### config.mk
export PLATFORM = sky130hd
export DESIGN_NAME = i2c_slv_rx
export DESIGN_NICKNAME = d
export VERILOG_FILES = /design/src/rtl/i2c_slv_pkg.sv /design/src/rtl/i2c_line_sync.sv /design/src/rtl/i2c_rx_engine.sv /design/src/rtl/i2c_slv_rx.sv
export SDC_FILE = /design/constraint.sdc
export NUM_CORES = 1
export LEC_CHECK = 0
export BUFFER_PORTS_ARGS = -buffer_cell sky130_fd_sc_hd__buf_4
export CORE_MARGIN = 2
export CORE_UTILIZATION = 50
export DETAILED_ROUTE_END_ITERATION = 10
export GPL_TIMING_DRIVEN = 0
export HOLD_SLACK_MARGIN = 0.05
export PLACE_DENSITY = 0.74
export SYNTH_ARGS = -nofsm -noshare
export SYNTH_HDL_FRONTEND = slang
export SYNTH_SLANG_ARGS = --single-unit
### constraint.sdc
create_clock -name clk -period 1.93 [get_ports clk]
set_clock_uncertainty 0.05 [all_clocks]
set_input_delay 0.0965 -clock clk [delete_from_list [all_inputs] [get_ports clk]]
set_output_delay 0.0965 -clock clk [all_outputs]
set_load 0.01 [all_outputs]
### src/rtl/i2c_slv_pkg.sv
package i2c_slv_pkg;
  typedef enum logic [2:0] {
    PH_IDLE, PH_ADDR, PH_ADDR_ACK, PH_DATA, PH_DATA_ACK, PH_SKIP
  } phase_t;

  localparam logic [7:0] ST_OWN_W    = 8'h60;
  localparam logic [7:0] ST_ARB_OWN  = 8'h68;
  localparam logic [7:0] ST_GC_W     = 8'h70;
  localparam logic [7:0] ST_ARB_GC   = 8'h78;
  localparam logic [7:0] ST_OWN_ACK  = 8'h80;
  localparam logic [7:0] ST_OWN_NACK = 8'h88;
  localparam logic [7:0] ST_GC_ACK   = 8'h90;
  localparam logic [7:0] ST_GC_NACK  = 8'h98;
  localparam logic [7:0] ST_END      = 8'hA0;
  localparam logic [7:0] ST_IDLE     = 8'hF8;
endpackage

### src/rtl/i2c_line_sync.sv
module i2c_line_sync #(
  parameter int STAGES = 2
) (
  input  logic clk,
  input  logic rst,
  input  logic scl_i,
  input  logic sda_i,
  output logic sda_o,
  output logic scl_rise_o,
  output logic scl_fall_o,
  output logic start_o,
  output logic stop_o
);
  localparam int LINES = 2;
  logic [LINES-1:0] raw, synced, prev_q;

  assign raw = {sda_i, scl_i};

  for (genvar g = 0; g < LINES; g++) begin : g_line
    logic [STAGES-1:0] chain_q;
    always_ff @(posedge clk) begin
      if (rst) chain_q <= '1;
      else     chain_q <= {chain_q[STAGES-2:0], raw[g]};
    end
    assign synced[g] = chain_q[STAGES-1];
  end

  always_ff @(posedge clk) begin
    if (rst) prev_q <= '1;
    else     prev_q <= synced;
  end

  assign sda_o      = synced[1];
  assign scl_rise_o = synced[0] & ~prev_q[0];
  assign scl_fall_o = ~synced[0] & prev_q[0];
  assign start_o    = synced[0] & prev_q[0] & prev_q[1] & ~synced[1];
  assign stop_o     = synced[0] & prev_q[0] & ~prev_q[1] & synced[1];
endmodule

### src/rtl/i2c_rx_engine.sv
module i2c_rx_engine
  import i2c_slv_pkg::*;
#(
  parameter int BYTE_W = 8
) (
  input  logic              clk,
  input  logic              rst,
  input  logic              scl_rise_i,
  input  logic              scl_fall_i,
  input  logic              sda_i,
  input  logic              start_i,
  input  logic              stop_i,
  input  logic [BYTE_W-2:0] own_addr_i,
  input  logic              gc_en_i,
  input  logic              ack_en_i,
  input  logic              en_i,
  input  logic              arb_lost_i,
  output logic              evt_vld_o,
  output logic [7:0]        evt_code_o,
  output logic              evt_hold_o,
  output logic              load_o,
  output logic [BYTE_W-1:0] byte_o,
  output logic              sda_low_o
);
  localparam int ADDR_W = BYTE_W - 1;
  localparam int CNT_W  = $clog2(BYTE_W);
  localparam logic [CNT_W:0] FULL = (CNT_W+1)'(BYTE_W);

  phase_t             phase_q;
  logic [BYTE_W-1:0]  shift_q;
  logic [CNT_W:0]     cnt_q;
  logic               gc_q, ack_q;
  logic               addressed, byte_done, hit_own, hit_gc, may_ack;

  assign addressed = (phase_q == PH_DATA) || (phase_q == PH_DATA_ACK);
  assign byte_done = (cnt_q == FULL);
  assign may_ack   = en_i && ack_en_i && !shift_q[0];
  assign hit_own   = may_ack && (shift_q[BYTE_W-1:1] == own_addr_i);
  assign hit_gc    = may_ack && gc_en_i && (shift_q[BYTE_W-1:1] == '0);

  always_ff @(posedge clk) begin
    if (rst) begin
      phase_q    <= PH_IDLE;
      shift_q    <= '0;
      cnt_q      <= '0;
      gc_q       <= 1'b0;
      ack_q      <= 1'b0;
      sda_low_o  <= 1'b0;
      evt_vld_o  <= 1'b0;
      evt_code_o <= ST_IDLE;
      evt_hold_o <= 1'b0;
      load_o     <= 1'b0;
      byte_o     <= '0;
    end else begin
      evt_vld_o <= 1'b0;
      load_o    <= 1'b0;
      if (start_i || stop_i) begin
        if (addressed) begin
          evt_vld_o  <= 1'b1;
          evt_code_o <= ST_END;
          evt_hold_o <= 1'b0;
        end
        phase_q   <= start_i ? PH_ADDR : PH_IDLE;
        cnt_q     <= '0;
        sda_low_o <= 1'b0;
      end else if (scl_rise_i) begin
        if ((phase_q == PH_ADDR || phase_q == PH_DATA) && !byte_done) begin
          shift_q <= {shift_q[BYTE_W-2:0], sda_i};
          cnt_q   <= cnt_q + (CNT_W+1)'(1);
        end
      end else if (scl_fall_i) begin
        case (phase_q)
          PH_ADDR: if (byte_done) begin
            if (hit_own || hit_gc) begin
              sda_low_o <= 1'b1;
              gc_q      <= !hit_own;
              phase_q   <= PH_ADDR_ACK;
            end else begin
              phase_q   <= PH_SKIP;
            end
          end
          PH_ADDR_ACK: begin
            sda_low_o  <= 1'b0;
            cnt_q      <= '0;
            phase_q    <= PH_DATA;
            evt_vld_o  <= 1'b1;
            evt_hold_o <= 1'b1;
            if (gc_q) evt_code_o <= arb_lost_i ? ST_ARB_GC : ST_GC_W;
            else      evt_code_o <= arb_lost_i ? ST_ARB_OWN : ST_OWN_W;
          end
          PH_DATA: if (byte_done) begin
            load_o    <= 1'b1;
            byte_o    <= shift_q;
            ack_q     <= ack_en_i;
            sda_low_o <= ack_en_i;
            phase_q   <= PH_DATA_ACK;
          end
          PH_DATA_ACK: begin
            sda_low_o  <= 1'b0;
            cnt_q      <= '0;
            phase_q    <= ack_q ? PH_DATA : PH_SKIP;
            evt_vld_o  <= 1'b1;
            evt_hold_o <= 1'b1;
            if (gc_q) evt_code_o <= ack_q ? ST_GC_ACK : ST_GC_NACK;
            else      evt_code_o <= ack_q ? ST_OWN_ACK : ST_OWN_NACK;
          end
          default: ;
        endcase
      end
      if (!en_i) begin
        phase_q   <= PH_IDLE;
        sda_low_o <= 1'b0;
      end
    end
  end

  AST_SDA_OFF_DISABLED: assert property (@(posedge clk) disable iff (rst)
    !en_i |=> !sda_low_o);
  AST_ACK_NEEDS_ENABLE: assert property (@(posedge clk) disable iff (rst)
    $rose(sda_low_o) |-> $past(ack_en_i));
endmodule

### src/rtl/i2c_slv_rx.sv
module i2c_slv_rx
  import i2c_slv_pkg::*;
#(
  parameter int BYTE_W      = 8,
  parameter int SYNC_STAGES = 2
) (
  input  logic              clk,
  input  logic              rst,
  input  logic              scl_i,
  input  logic              sda_i,
  output logic              scl_low_o,
  output logic              sda_low_o,
  input  logic              own_we_i,
  input  logic [BYTE_W-1:0] own_wdata_i,
  input  logic              ctl_we_i,
  input  logic [1:0]        ctl_wdata_i,
  input  logic              flag_clr_i,
  input  logic              arb_lost_i,
  output logic              irq_o,
  output logic [7:0]        status_o,
  output logic [BYTE_W-1:0] data_o
);
  logic [BYTE_W-1:0] own_q;
  logic              ack_en_q, en_q, flag_q, hold_q;
  logic [7:0]        status_q;
  logic [BYTE_W-1:0] data_q, rx_byte;
  logic              sda_s, scl_rise, scl_fall, start_s, stop_s;
  logic              evt_vld, evt_hold, rx_load;
  logic [7:0]        evt_code;

  i2c_line_sync #(.STAGES(SYNC_STAGES)) u_sync (
    .clk(clk), .rst(rst), .scl_i(scl_i), .sda_i(sda_i),
    .sda_o(sda_s), .scl_rise_o(scl_rise), .scl_fall_o(scl_fall),
    .start_o(start_s), .stop_o(stop_s)
  );

  i2c_rx_engine #(.BYTE_W(BYTE_W)) u_engine (
    .clk(clk), .rst(rst), .scl_rise_i(scl_rise), .scl_fall_i(scl_fall),
    .sda_i(sda_s), .start_i(start_s), .stop_i(stop_s),
    .own_addr_i(own_q[BYTE_W-1:1]), .gc_en_i(own_q[0]),
    .ack_en_i(ack_en_q), .en_i(en_q), .arb_lost_i(arb_lost_i),
    .evt_vld_o(evt_vld), .evt_code_o(evt_code), .evt_hold_o(evt_hold),
    .load_o(rx_load), .byte_o(rx_byte), .sda_low_o(sda_low_o)
  );

  always_ff @(posedge clk) begin
    if (rst) begin
      own_q    <= '0;
      ack_en_q <= 1'b0;
      en_q     <= 1'b0;
      flag_q   <= 1'b0;
      hold_q   <= 1'b0;
      status_q <= ST_IDLE;
      data_q   <= '0;
    end else begin
      if (own_we_i) own_q <= own_wdata_i;
      if (ctl_we_i) begin
        ack_en_q <= ctl_wdata_i[0];
        en_q     <= ctl_wdata_i[1];
      end
      if (flag_clr_i) begin
        flag_q   <= 1'b0;
        hold_q   <= 1'b0;
        status_q <= ST_IDLE;
      end
      if (evt_vld) begin
        flag_q   <= 1'b1;
        hold_q   <= evt_hold;
        status_q <= evt_code;
      end
      if (rx_load) data_q <= rx_byte;
    end
  end

  assign scl_low_o = hold_q;
  assign irq_o     = flag_q;
  assign status_o  = status_q;
  assign data_o    = data_q;

  AST_FLAG_STATUS: assert property (@(posedge clk) disable iff (rst)
    irq_o == (status_o != ST_IDLE));
  AST_HOLD_NEEDS_FLAG: assert property (@(posedge clk) disable iff (rst)
    scl_low_o |-> irq_o);
  AST_CLR_RELEASES: assert property (@(posedge clk) disable iff (rst)
    (flag_clr_i && scl_low_o) |=> !scl_low_o);
  AST_STATUS_LEGAL: assert property (@(posedge clk) disable iff (rst)
    status_o == ST_IDLE || status_o == ST_OWN_W || status_o == ST_ARB_OWN ||
    status_o == ST_GC_W || status_o == ST_ARB_GC || status_o == ST_OWN_ACK ||
    status_o == ST_OWN_NACK || status_o == ST_GC_ACK || status_o == ST_GC_NACK ||
    status_o == ST_END);
endmodule

== Word-level counts from Yosys, hierarchy flattened ==
Index checks and enable logic that the tools add are counted.

* Bits in registers: 71
* Input bits: 18

* $add $sub $neg: 1
* Eq/ne operators: 14
* Multiplexer cells: 44
* Bitwise operators: 16
* Reductions and logical operators: 35

{| class="wikitable"
|+ Operators with widths
! operator !! number
|-
| 8-bit two-way mux || 8
|-
| 4-bit two-way mux || 8
|-
| 3-bit two-way mux || 7
|-
| 1-bit two-way mux || 18
|-
| 8-bit one-hot mux with 2 select lines || 1
|-
| 3-bit one-hot mux with 4 select lines || 1
|-
| 6-bit AND reduction || 2
|-
| 2-bit by 1-bit inequality test with 1-bit output, second input constant || 5
|-
| 5-bit AND reduction || 2
|-
| 2-bit nonzero test || 5
|-
| 1-bit NOT || 9
|-
| 4-bit AND reduction || 2
|-
| 1-bit AND || 7
|-
| 7-bit == test || 1
|-
| 7-bit zero test || 1
|-
| 3-bit by 2-bit == test with 1-bit output, second input constant || 2
|-
| 1-bit logical AND || 6
|-
| 3-bit AND reduction || 2
|-
| 3-bit nonzero test || 2
|-
| 2-bit OR reduction || 3
|-
| 5-bit nonzero test || 1
|-
| 5-bit OR reduction || 1
|-
| 4-bit by 1-bit adder with 4-bit output, second input constant || 1
|-
| 4-bit == test, second input constant || 1
|-
| other kinds (9) || 14
|}

== Longest topological paths before layout ==
Gate-level depths: netlist of run 1.

* Word-level depth: 11
* Mapped depth: 8
* Gate-level depth less buffers: 7

== Modules after synthesis ==
From an unflattened synthesis of run 1, not the netlist that was laid out.

* Cells, all modules: 296
* Area total of the unflattened synthesis: 2895.3 µm²

{| class="wikitable"
|+ Modules (own cells, without submodules)
! module !! instances !! cells each !! area each (µm²) !! seq. area each (µm²)
|-
| i2c_rx_engine || 1 || 184 || 1692.9 || 680.7
|-
| i2c_slv_rx || 1 || 96 || 1012.2 || 560.5
|-
| i2c_line_sync || 1 || 16 || 190.2 || 120.1
|}

== Worst setup path after synthesis of run 1 ==
No wires, ideal clock.

* Kind: register -> register
* Start: register u_engine.cnt_q[0]
* End: register u_engine.cnt_q[0]
* Library setup time: 0.128 ns
* Data arrival time: 1.505 ns
* Setup slack: 0.247 ns
* Cell stages (with the launch flop): 9
* Path buffers: 1
* Period minus slack after synthesis: 1.683 ns
* Path through: dfxtp_1 inv_1 ha_1 nand3b_1 nor4b_2 buf_2 nor2_1 a21oi_1 nor3_2

* Longest elaborated chain between the ends: 5
* Elaborated cells on any way between the ends: 8
* Classes of those cells: 1 x add/sub; 2 x eq/ne; 2 x mux; 3 x reduce/logical

{| class="wikitable"
|+ Ends and longest elaborated chain
! element !! line !! RTL
|-
| from (decl) || i2c_rx_engine.sv:31 || <nowiki>logic [CNT_W:0] cnt_q;</nowiki>
|-
| from (signal assigned) || i2c_rx_engine.sv:69 || <nowiki>cnt_q <= cnt_q + (CNT_W+1)'(1);</nowiki>
|-
| parallel branches: the longest is 5 deep, another holds 4-bit by 1-bit adder with 4-bit output || - ||
|}

Several ways; the timed one is not identified. The select of a mux whose other input is x is not followed.
A chain may end at the register's enable or synchronous reset.

== Final worst setup path of run 1 ==
Ends and elaborated chain as after synthesis.

==> metrics, run 1 <==
Seq cells post-synth=65; r2r setup slk=170 ps; CTS root buf=clkbuf_8; top cells by area, synth=dfxtp_1 47%, mux2i_1 10%, nor2_1 5.3%, a21oi_1 4.0%, nand2_1 3.6%; Routed WL=5970 um; largest family of logic cells by synthesized area=simple AND/OR/NAND/NOR gates; final setup vio count=0; worst rel slew slack=57.2%; Crit. Startpoint=u_engine.cnt_q[0]$_SDFFE_PP0P_; Net count, final=384; core area=5200 um^2; Hold Vio Cnt, Final=0; P_int=2.37 mW; Final TNS setup=0 ps; fin. max-slew vios=0; CTS Buf Count=9; syn_area_per_cell=9.03 um^2; Post-Syn Area=2740 um^2; Synth top area share=47.4%; chip width=78.1 um; port buffer count=31; Post-DP HPWL=4010 um; GP Congestion=0.879; Area Growth Syn to Fin=27.9%; Post-synth ARST share=0%; number of max-cap violations=0; maximum level of the CTS H-tree=3; vias=2282; FMAX=0.569 GHz; fin crit period=1760 ps; simple-gate share of the synthesized area=22.0%; number of flops mapped to enable cells by yosys=0; Post-Layout Cell Count=439; worst reg2reg path endpoint=u_engine.cnt_q[0]$_SDFFE_PP0P_; reg2reg start=u_engine.cnt_q[0]$_SDFFE_PP0P_; Gate Count Post-Synth=304; Storage cell area=1300 um^2; Residual DRC=0; Fill cells=441; routed vias/inst=5.20; Lkg Pwr=1.47 nW; main flop type after synthesis=dfxtp_1; WP data required=2160 ps; DIE AREA=6100 um^2; Tcrit/Tclk final=91.1%; ratio of cells with drive above 1 in the final layout=19.2%; clock power share=48.6%; Psw=0.604 mW; die height=78.1 um; worst hold path type=in -> reg; Synth cell types=44; Starting DRT DRC Count=93; crit path DAT=1980 ps; Post-Synth XOR/XNOR Area=3.51%; Slew @ Worst Pin=642 ps; Placed Instances=407; antenna violations before repair=0; sw frac=20.3%; # clock sinks=65; Clock Path Buffers=2; Setup CP Type=reg -> reg; Reg power frac=46.1%; grt ovf=0; Pwr Density=848 nW/um^2; result of the run=complete, no violations; postcts setup bufs=0; largest net degree at the start of global routing=12; Worst-path clk slew=70 ps; DR WL/cell=13.6 um; critical path capture point type=register; Synth Area in Compound Gates=10.9%; post-route ant nets=0; R2R depth=8; TritonCTS clock tree=done; post-synthesis sequential area ratio=47.4%; mux contribution to synthesized area=10.2%; unrepaired setup endpoints after global routing=false; Ports=37; DRT Pass-1 Iters=4; adder-cell share of the synthesized area=0.912%; peak supply drop=0.000616 V; cell type with the largest total area after synthesis=dfxtp_1; first-pass GRT wire length=9890 um; num rows=26; Combinational Power Share=5.2%; Synth Warn #=0; total track usage=21.1%; initial core utilization=52.7%; vias in the first global route=2067; diode count=0; critical path endpoint=u_engine.cnt_q[0]$_SDFFE_PP0P_; area of the multi-input gates=1340 um^2; Setup crit start kind=register; CP Max Fanout=9; worst skew pair latency=350 ps
## stage by stage
step / worst slack [ps] / utilization (%) / hold slack, ps / cell area (um^2) / power [mW]
5_1_grt: 34.5 / 67.4 / 204 / 3510 / 3.06
2_1_floorplan: 247 / - / 150 / 2750 / 1.48
3_5_place_dp: 34.7 / 59.0 / 235 / 3070 / 1.53
4_1_cts: 16.3 / 67.0 / 171 / 3490 / 2.99
6_report: 172 / 67.4 / 184 / 3510 / 2.98
3_3_place_gp: 59.2 / 59.0 / 231 / 3070 / 1.53
## placed cells by master, fill, tap and decap left out, types with 5 or more instances in the layout
master and instances:
dlygate4sd3_1 16, clkbuf_1 12, nor3_1 11, clkbuf_8 11, nand2_1 26, mux2i_1 28, o21ai_0 8, inv_1 6
or2_2 6, nor2_1 39, nor2b_1 7, o21bai_1 6, buf_4 36, dfxtp_1 64, nand3_1 5, a21oi_1 22
xor2_1 9
## worst min path at each step
stage          startpoint                                endpoint  slack, ps  cells past startpoint
6_report              rst     u_engine.evt_code_o[3]$_SDFFE_PP1P_        180                      2
5_1_grt               rst     u_engine.evt_code_o[3]$_SDFFE_PP1P_        200                      2
4_1_cts               rst     u_engine.evt_code_o[3]$_SDFFE_PP1P_        170                      2
3_5_place_dp        sda_i  u_sync.g_line[1].chain_q[0]$_SDFF_PP1_        240                      2
3_3_place_gp        scl_i  u_sync.g_line[0].chain_q[0]$_SDFF_PP1_        230                      2
2_1_floorplan       scl_i  u_sync.g_line[0].chain_q[0]$_SDFF_PP1_        150                      1
## layer usage
layer | share of wire, % | wire length (um) | vias to the layer above | global-route usage [%]
li1 | - | - | 1161 | -
met1 | 47 | 2820 | 1062 | 27.0
met2 | 46 | 2770 | 49 | 33.7
met3 | 4.3 | 256 | 10 | 4.48
met4 | 2.0 | 120 | 0 | 10.5
met5 | 0 | 0 | - | 0
## sequential cells by signal, indices dropped and copies added, names as in the netlist, 3 cells and up
name	cells
u_sync.g_line.chain_q	4
u_engine.phase_q	3
status_o	5
u_engine.byte_o	8
data_o	8
own_q	8
u_engine.shift_q	8
u_engine.evt_code_o	5
u_engine.cnt_q	4
## power groups by stage
stage	Clock, mW	Sequential, mW	Combinational (mW)
after floorplan	0	1.40	0.0804
after global placement	0	1.40	0.123
after detailed placement	0	1.40	0.125
after CTS	1.46	1.37	0.153
after global routing	1.52	1.37	0.171
final	1.45	1.37	0.156
## Yosys cell counts (all sizes together) (2+ instances only)
cell and instances:
a211o 2, buf 10, nor2b 7, mux2i 28
or2 6, nor2 40, o21ai 8, nor4b 2
nor4 4, xor2 9, nand2b 5, nand4 2
and3 2, nor3 14, nand3 5, ha 2
a21oi 22, dfxtp 65, clkbuf 11, nand2 27
o21bai 6, inv 7, a31oi 2, o22ai 2
a22oi 2, xnor2 2, a221o 3
## timing repair
action	in CTS	in global routing
hold buffers	16	0
endpoints found under the hold margin	18	0
gates resized for setup	0	6
endpoints found under the setup margin	0	2
## kinds of logic (layout without fill, tap and decap cells)
| family | after synthesis | count (layout) |
|---|---|---|
| flops | 65 | 65 |
| compound gates | 49 | 49 |
| other cells | 1 | 3 |
| simple gates | 120 | 120 |
| buf+inv | 28 | 91 |
| xor+xnor | 11 | 11 |
| fa+ha+maj | 2 | 2 |
| mux | 28 | 28 |
## cell type report
class                      instances  share of cell area (%)
clock inverter                     4                    2.82
multi-input combinational        213                    38.1
tap                               70                    2.50
buffer                            21                    3.14
sequential                        65                    37.1
inverter                           7                   0.749
timing repair buffer              47                    11.2
clock buffer                      12                    4.42
## worst max-delay path, stage by stage (launching register included)
cell,delay [ps]
dfxtp_2,380
inv_1,50
ha_1,200
nand3b_1,140
or4b_1,440
buf_2,190
nor2_2,90
a21oi_1,50
nor3_2,90
(Power assumes the default switching activity.)
==> inputs of run 2 (changes only) <==
--- a/config.mk
+++ b/config.mk
@@ -5,6 +5,7 @@
 export SDC_FILE = /design/constraint.sdc
 export NUM_CORES = 1
 export LEC_CHECK = 0
+export ABC_AREA = 1
 export BUFFER_PORTS_ARGS = -buffer_cell sky130_fd_sc_hd__buf_4
 export CORE_MARGIN = 2
 export CORE_UTILIZATION = 50
==> run 2 against run 1 <==
Power fell by 3.8%. Register-to-register slack improved by 120 ps. Cell count rose by 13%. Combinational power rose by 22%. Sequential share of layout area rose by 0.12 points. Count of clock-buffer cells in the layout fell by 2. Core utilization rose by 0.13 points. Maximum frequency fell by 3.3%. Wire length fell by 4.0%. Cell area fell by 0.43%. Flip-flop and latch count did not move.
==> metrics, run 2 <==
first-pass GRT wire length=9870 um (-0.21%); worst hold path type=in -> reg; fin. max-slew vios=0 (unchanged); Post-DP HPWL=3900 um (-2.7%); antenna violations before repair=0 (unchanged); total power=2.86 mW (-3.8%); CTS Buf Count=9 (unchanged); port buffer count=33 (+6.5%); Final TNS setup=0 ps (unchanged); most frequent cells in the layout=65 x dfxtp_1, 57 x nand2_1, 43 x nor2_1; cell type with the largest total area after synthesis=dfxtp_1; commonest non-fill, non-tap cell in the layout=dfxtp_1; Seq cells post-synth=65 (unchanged); total track usage=20.7% (-0.34 points); Hold Vio Cnt, Final=0 (unchanged); Setup CP Type=in -> reg; most common cell in the netlist=dfxtp_1; number of max-cap violations=0 (unchanged); met3 Use GR=3.49% (-0.99 points); peak supply drop=0.000501 V (-19%); syn_area_per_cell=7.70 um^2 (-15%); initial core utilization=52.4% (-0.35 points); Worst-path clk slew=70 ps (about the same); Gate Count Post-Synth=352 (+16%); post-synthesis sequential area ratio=48.0% (+0.61 points); largest net degree at the start of global routing=13 (+1); num rows=26 (unchanged); vias=2429 (+6.4%); Ports=37 (unchanged); routed vias/inst=4.92 (-5.4%); # clock sinks=65 (unchanged); fin crit period=1820 ps (+59.2 ps); Synth top area share=48.0% (+0.61 points); main flop type after synthesis=dfxtp_1; CP Max Fanout=1 (-8); FMAX=0.550 GHz (-3.3%); ratio of cells with drive above 1 in the final layout=20.8% (+1.5 points); result of the run=complete, no violations; met2 Use GR=32.8% (-0.95 points); Net count, final=439 (+14%); Synth Warn #=0 (unchanged); Setup crit start kind=primary input; chip width=77.6 um (-0.61%); grt ovf=0 (unchanged); Clock Path Buffers=2 (unchanged); crit path DAT=1990 ps (about the same); GRT Max-Usage Layer=met2; DRT Pass-1 Iters=4 (unchanged); Placed Instances=457 (+12%); GP Congestion=0.862 (-1.9%); synth cell count leaders=65 x dfxtp_1, 57 x nand2_1, 43 x nor2_1, 38 x a21oi_1, 31 x inv_1; Starting DRT DRC Count=115 (+24%); diode count=0 (unchanged); DR WL/cell=11.6 um (-15%); critical path capture point type=register; unrepaired setup endpoints after global routing=false; Synth cell types=31 (-30%); DIE AREA=6020 um^2 (-1.2%); WP data required=2100 ps (-60 ps); met1 usage=26.8% (-0.24 points); Post-Syn Area=2710 um^2 (-1.3%); Fill cells=460 (+4.3%); postcts setup bufs=0 (unchanged); Post-Layout Cell Count=494 (+13%); Residual DRC=0 (unchanged); Post-synth ARST share=0% (unchanged); CTS root buf=clkbuf_8; Area Growth Syn to Fin=29.0%; Tcrit/Tclk final=94.2% (+3.1 points); Routed WL=5730 um (-4.0%); Lkg Pwr=1.52 nW (+3.0%); top cells by area, synth=dfxtp_1 48%, nand2_1 7.9%, a21oi_1 7.0%, nor2_1 6.0%, o21ai_0 5.5%; worst skew pair latency=340 ps (about the same); Pwr Density=820 nW/um^2 (-3.3%); post-route ant nets=0 (unchanged); core area=5170 um^2 (-0.62%); die height=77.6 um (-0.61%); TritonCTS clock tree=done; vias in the first global route=2286 (+11%); final setup vio count=0 (unchanged); number of flops mapped to enable cells by yosys=0 (unchanged); maximum level of the CTS H-tree=3 (unchanged)
## run 2: cell type report
type                            instances  area (um^2)  share of cell area, %
Sequential cell                        65         1300                   37.2
Multi-Input combinational cell        237         1200                   34.3
Timing Repair Buffer                   54          458                   13.1
Inverter                               39          146                   4.19
Clock buffer                           10          138                   3.94
Clock inverter                          6         91.3                   2.61
Tap cell                               70         87.6                   2.51
Buffer                                 13         71.3                   2.04
## run 2: path summary, 6_finish.rpt
check	start	end	slack, ps	cells after the start
worst max-delay path	ctl_wdata_i[1]	en_q$_SDFFE_PP0P_	110	6
worst min-delay path	arb_lost_i	u_engine.evt_code_o[3]$_SDFFE_PP1P_	90	5
worst max register to register	u_engine.cnt_q[0]$_SDFFE_PP0P_	u_engine.shift_q[6]$_SDFFE_PP0P_	290	7
worst min register to register	u_sync.g_line[1].chain_q[0]$_SDFF_PP1_	u_sync.g_line[1].chain_q[1]$_SDFF_PP1_	360	1
## run 2: worst max-delay path: stages
cell and delay (ps):
dlygate4sd3_1 530, buf_4 130, nor2_1 80, dlygate4sd3_1 550, nor2_1 40, dlygate4sd3_1 550
## run 2: per-layer routing
metal,routed length (um),vias up,share of wire (%)
li1,-,1269,-
met1,2710,1097,47
met2,2650,56,46
met3,297,7,5.2
met4,77,0,1.3
met5,0,-,0
## run 2: timing repair
action                                  4_1_cts  5_1_grt
gates resized for setup                       0        3
hold buffers                                 21        0
endpoints found under the setup margin        0        6
hold endpoints to repair                     16        0
## run 2: cells by family after synthesis
kind of cell | synth area share, %
AOI/OAI and AO/OA | 14.9
xor gates and xnor gates | 0.970
adders and majority gates | 0.924
buffers and inverters | 7.94
DFF | 48.0
other | 0.138
and+or+nand+nor | 27.1
## run 2: stage by stage
stage / setup WS (ps) / cell area [um^2] / hold WS (ps) / util, %
after floorplan: 522 / 2720 / 150 / -
after global placement: 356 / 3050 / 231 / 59.0
after detailed placement: 322 / 3050 / 238 / 59.0
after CTS: 41.5 / 3490 / 69.6 / 67.5
after global routing: 36.2 / 3490 / 119 / 67.5
final: 113 / 3490 / 89.7 / 67.5
## run 2: report_power, final
group          switching [mW]  internal [mW]
sequential             0.0153           1.36
combinational          0.0958         0.0939
clock                   0.531          0.763
total                   0.642           2.22
